===== config.mk =====
export PLATFORM = sky130hd
export DESIGN_NAME = pwr_mode_ctl
export DESIGN_NICKNAME = d
export VERILOG_FILES = /design/src/rtl/pwr_mode_ctl.sv
export SDC_FILE = /design/constraint.sdc
export NUM_CORES = 1
export LEC_CHECK = 0
export ABC_AREA = 1
export BUFFER_PORTS_ARGS = -buffer_cell sky130_fd_sc_hd__buf_2
export CAP_MARGIN = 20
export CORE_MARGIN = 3
export CORE_UTILIZATION = 44
export CTS_CLUSTER_SIZE = 24
export DETAILED_ROUTE_END_ITERATION = 16
export PLACE_DENSITY = 0.87
export SYNTH_ARGS = -nofsm -noshare
export SYNTH_HDL_FRONTEND = slang
export SYNTH_SLANG_ARGS = --single-unit

===== constraint.sdc =====
create_clock -name clk -period 1.1 [get_ports clk]
set_input_delay 0.11 -clock clk [delete_from_list [all_inputs] [get_ports clk]]
set_output_delay 0.11 -clock clk [all_outputs]
set_load 0.005 [all_outputs]

===== src/rtl/pwr_mode_ctl.sv =====
module pwr_mode_ctl #(
  parameter int ADDR_W  = 4,
  parameter int NPERIPH = 32,
  parameter int NPI     = 4,
  parameter int NEI     = 2
) (
  input  logic              clk,
  input  logic              rst_n,
  input  logic              bus_wr,
  input  logic [ADDR_W-1:0] bus_addr,
  input  logic [31:0]       bus_wdata,
  output logic [31:0]       bus_rdata,
  input  logic [NPI-1:0]    irq_periph,
  input  logic [NEI-1:0]    irq_ext,
  output logic              cpu_clk_en,
  output logic              osc_en,
  output logic              gclk_en,
  output logic [NPERIPH-1:0] periph_clk_en
);
  localparam logic [ADDR_W-1:0] OFS_MODE = ADDR_W'(0);
  localparam logic [ADDR_W-1:0] OFS_PEN  = ADDR_W'(4);

  logic idl, pd, cpu_q, gclk_q;
  logic [NPERIPH-1:0] pen;

  wire mode_wr = bus_wr && bus_addr == OFS_MODE;
  wire pen_wr  = bus_wr && bus_addr == OFS_PEN;
  wire ext_any = |irq_ext;
  wire irq_any = ext_any || (|irq_periph);

  always_ff @(posedge clk or negedge rst_n) begin
    if (!rst_n) begin
      idl <= 1'b0;
      pd  <= 1'b0;
    end else if (mode_wr) begin
      idl <= bus_wdata[0];
      pd  <= bus_wdata[1];
    end else if (pd) begin
      if (ext_any) begin
        pd  <= 1'b0;
        idl <= 1'b0;
      end
    end else if (idl && irq_any) begin
      idl <= 1'b0;
    end
  end

  always_ff @(posedge clk or negedge rst_n) begin
    if (!rst_n)      pen <= '1;
    else if (pen_wr) pen <= bus_wdata[NPERIPH-1:0];
  end

  always_ff @(posedge clk or negedge rst_n) begin
    if (!rst_n) begin
      cpu_q  <= 1'b1;
      gclk_q <= 1'b1;
    end else begin
      cpu_q  <= !(idl || pd);
      gclk_q <= !pd;
    end
  end

  assign cpu_clk_en    = cpu_q;
  assign gclk_en       = gclk_q;
  assign osc_en        = gclk_q;
  assign periph_clk_en = pen & {NPERIPH{gclk_q}};

  always_comb begin
    bus_rdata = '0;
    if (bus_addr == OFS_MODE)     bus_rdata[1:0] = {pd, idl};
    else if (bus_addr == OFS_PEN) bus_rdata[NPERIPH-1:0] = pen;
  end

  p_cpu_delay_r3: assert property (@(posedge clk) disable iff (!rst_n)
    (mode_wr && !idl && !pd) |=> cpu_clk_en);

  p_idle_wake_r6: assert property (@(posedge clk) disable iff (!rst_n)
    (idl && !pd && irq_any && !mode_wr) |=> !idl);

  p_pd_hold_r7: assert property (@(posedge clk) disable iff (!rst_n)
    (pd && !ext_any && !mode_wr) |=> pd);

  p_pd_wake_r7: assert property (@(posedge clk) disable iff (!rst_n)
    (pd && ext_any && !mode_wr) |=> (!pd && !idl));

  p_pd_stops_r4: assert property (@(posedge clk) disable iff (!rst_n)
    (pd && !mode_wr && !ext_any) |=> (!gclk_en && !cpu_clk_en && periph_clk_en == '0));
endmodule


==> flow_metrics.py <==
metrics = {
    "sta": {
        "timing.slew.headroom_pct": 85.99,
        "worst_slew_pin_slew_ns": 0.2102,
        "finalMaxSlewViolations": 0,
        "finClkSkew_ns": 0.0005028,
        "timing.final.crit_period_ns": 1.341,
        "fmax_mhz": 745.6,
        "period_share_pct": 121.9,
        "setup_viol": 66,
        "finalHoldViolations": 0,
        "rsz0062_at_grt": "yes",
        "setup_ws_ns": -0.2412,
        "hold_slack_ns": 0.03479,
    },
    "worst_setup_path": {
        "cp.arrival_ns": 1.23,
        "worstPathRequired_ns": 0.99,
        "crit_type": "register to output pin",
        "cp-end-kind": "output pin",
        "start_kind": "register",
        "reg2regPathDepth": 4,
        "path_max_fanout": 18,
    },
    "floorplan": {
        "io_pins": 112,
        "dieArea_um2": 5231,
        "core_um2": 4115,
        "start_util_pct": 47.04,
        "rows": 23,
        "die_w_um": 72.33,
        "die_h_um": 72.33,
    },
    "cts": {
        "clk_latency_ns": 0.27,
        "cts_tree": "built",
        "cts_root_buf": "clkbuf_8",
        "cts_made_buffers": 5,
        "cts.htree.levels": 2,
        "clockBufferDepth": 2,
        "clkSinkCount": 36,
        "cts.clk_slew.worst_paths_ns": 0.07,
    },
    "final_layout": {
        "nNetsFinal": 443,
        "final_util_pct": 68.87,
        "antennaDiodeCount": 0,
        "area_growth_pct": 46.41,
        "final_layout_size_suffix_gt1_share_pct": 55.53,
        "design_area_um2": 2834,
    },
    "route": {
        "drt.antenna.violating_nets": 0,
        "drc_errors": 0,
        "wirelength_um": 4740,
        "wl_per_cell_um": 10.58,
        "drtPass1Iterations": 4,
        "vias": 1977,
        "drtIter0Drc": 91,
        "viasPerCell": 4.413,
    },
    "grt": {
        "antenna_found_initial": 0,
        "grt_pass1_wl_um": 7624,
        "use_met2_pct": 31.65,
        "grt_pass1_vias": 1753,
        "grt.busiest_layer": "met2",
        "grtUsageMet1_pct": 23.50,
        "grt_max_degree": 37,
        "grt_use_total_pct": 18.39,
        "grt-ovfl-total": 0,
        "met3_usage_pct": 4.432,
    },
    "placed_design": {
        "gp_congestion": 0.7682,
        "hpwl_um": 3452,
        "placedInstanceArea_um2": 2590,
        "place.port_buffers": 111,
    },
    "power_and_ir_drop": {
        "cellLeakagePower_uw": 0.001672,
        "p_per_area_nw_per_um2": 1517,
        "ir_drop_mv": 1.111,
    },
    "synth": {
        "synth-seq-area-share_pct": 48.74,
        "synthesis.instances": 271,
        "synth.cell_area_um2": 1936,
        "ys_ff_latch": 36,
        "avgSynthCellArea_um2": 7.142,
        "syn-num-nets": 316,
        "ys_warn_count": 0,
        "ys_types": 16,
    },
    "min_path": {
        "whs_path_depth": 3,
        "hp-class": "input port to register",
    },
    "run_status": {
        "status": "complete, but fails checks",
        "violations": "setup timing",
    },
    "run": {
        "drv_cap": 0,
    },
}
-- synth_stat cells --
library cell  count  share of area (%)
o21ai_0           3               0.78
o22ai_1           2               0.65
dfrtp_1           2                2.6
inv_1            71                 14
dfstp_2          34                 46
nor2_1           39                7.6
nand3_1           2               0.52
buf_4             4                1.6
nand2_1          71                 14
nor2_8            1                1.0
nand2_2           1               0.32
clkbuf_1          6                1.2
nor2_2            1               0.32
nand4_1           1               0.32
buf_6             3                1.7
o21ai_1          30                7.8
-- per-stage QoR --
step	power, uW	cells	TNS, ns	setup slack (ns)
3_5_place_dp	3095	427	0	0.01934
4_1_cts	4289	444	-9.968	-0.2557
5_1_grt	4638	448	-12.67	-0.3154
3_3_place_gp	3055	427	0	0.06533
2_1_floorplan	2552	271	0	0.01963
6_report	4299	448	-8.718	-0.2412
-- layout make-up --
type / instances / area [um2]
Fill cell: 358 / 1281
Sequential cell: 36 / 943.4
Timing Repair Buffer: 133 / 785.8
Multi-Input combinational cell: 151 / 679.4
Inverter: 71 / 266.5
Clock buffer: 7 / 96.34
Tap cell: 50 / 62.56
-- power breakdown --
group          switching, uW  internal [uW]  leakage (uW)  total, uW
combinational            654            665       0.00124       1320
clock                    403            557     0.0000503        960
sequential               201           1820      0.000385       2020
total                   1260           3040       0.00167       4300
-- critical path, stage by stage (launching register included) --
cell	delay [ns]
dfstp_2	0.58
buf_12	0.15
nand2_1	0.06
inv_1	0.06
buf_2	0.10
-- sequential cells by signal (all words and copies together) (netlist names) --
signal      count
pen            32
cpu_clk_en      1
gclk_en         1
idl             1
pd              1
-- cells by family (layout without fill, tap and decap cells) --
logic type             Yosys count  in the layout  synth area share (%)
AO/OA/AOI/OAI                   35             35                 9.179
buffers and inverters           84            211                 18.23
flip-flops                      36             36                 48.74
AND/OR/NAND/NOR                116            116                 23.85
-- path summary, 6_finish.rpt --
check | from | end | slack, ns
min in group asynchronous | rst_n | pd | 0.34
max in group asynchronous | rst_n | pen[27] | 0.52
min reg2reg | idl | cpu_clk_en | 0.40
max | gclk_en | periph_clk_en[21] | -0.24
min | bus_wdata[7] | pen[7] | 0.03
max reg2reg | pen[5] | pen[5] | 0.08
-- placed cells by master (no fill, tap or decap), drive strengths merged --
master / synthesis / routed
o22ai: 2 / 2
dlygate4sd3: 0 / 1
inv: 71 / 71
dfstp: 34 / 34
nor2: 41 / 41
buf: 7 / 132
nand2: 72 / 72
nand4: 1 / 1
clkbuf: 6 / 7
nand3: 2 / 2
dfrtp: 2 / 2
o21ai: 33 / 33
-- metal layers --
metal / routed length [um] / up-vias
met3: 329 / 4
met4: 33 / 0
met2: 2373 / 68
li1: - / 1029
met1: 2004 / 876
met5: 0 / -
-- timing repair --
item,4_1_cts,5_1_grt
hold buffers,1,0
buffers inserted,9,4
endpoints found under the hold margin,2,0
endpoints found under the setup margin,66,66
pin swaps,32,1
gates resized for setup,34,11
Note: power is estimated with default switching activity, not from simulation.
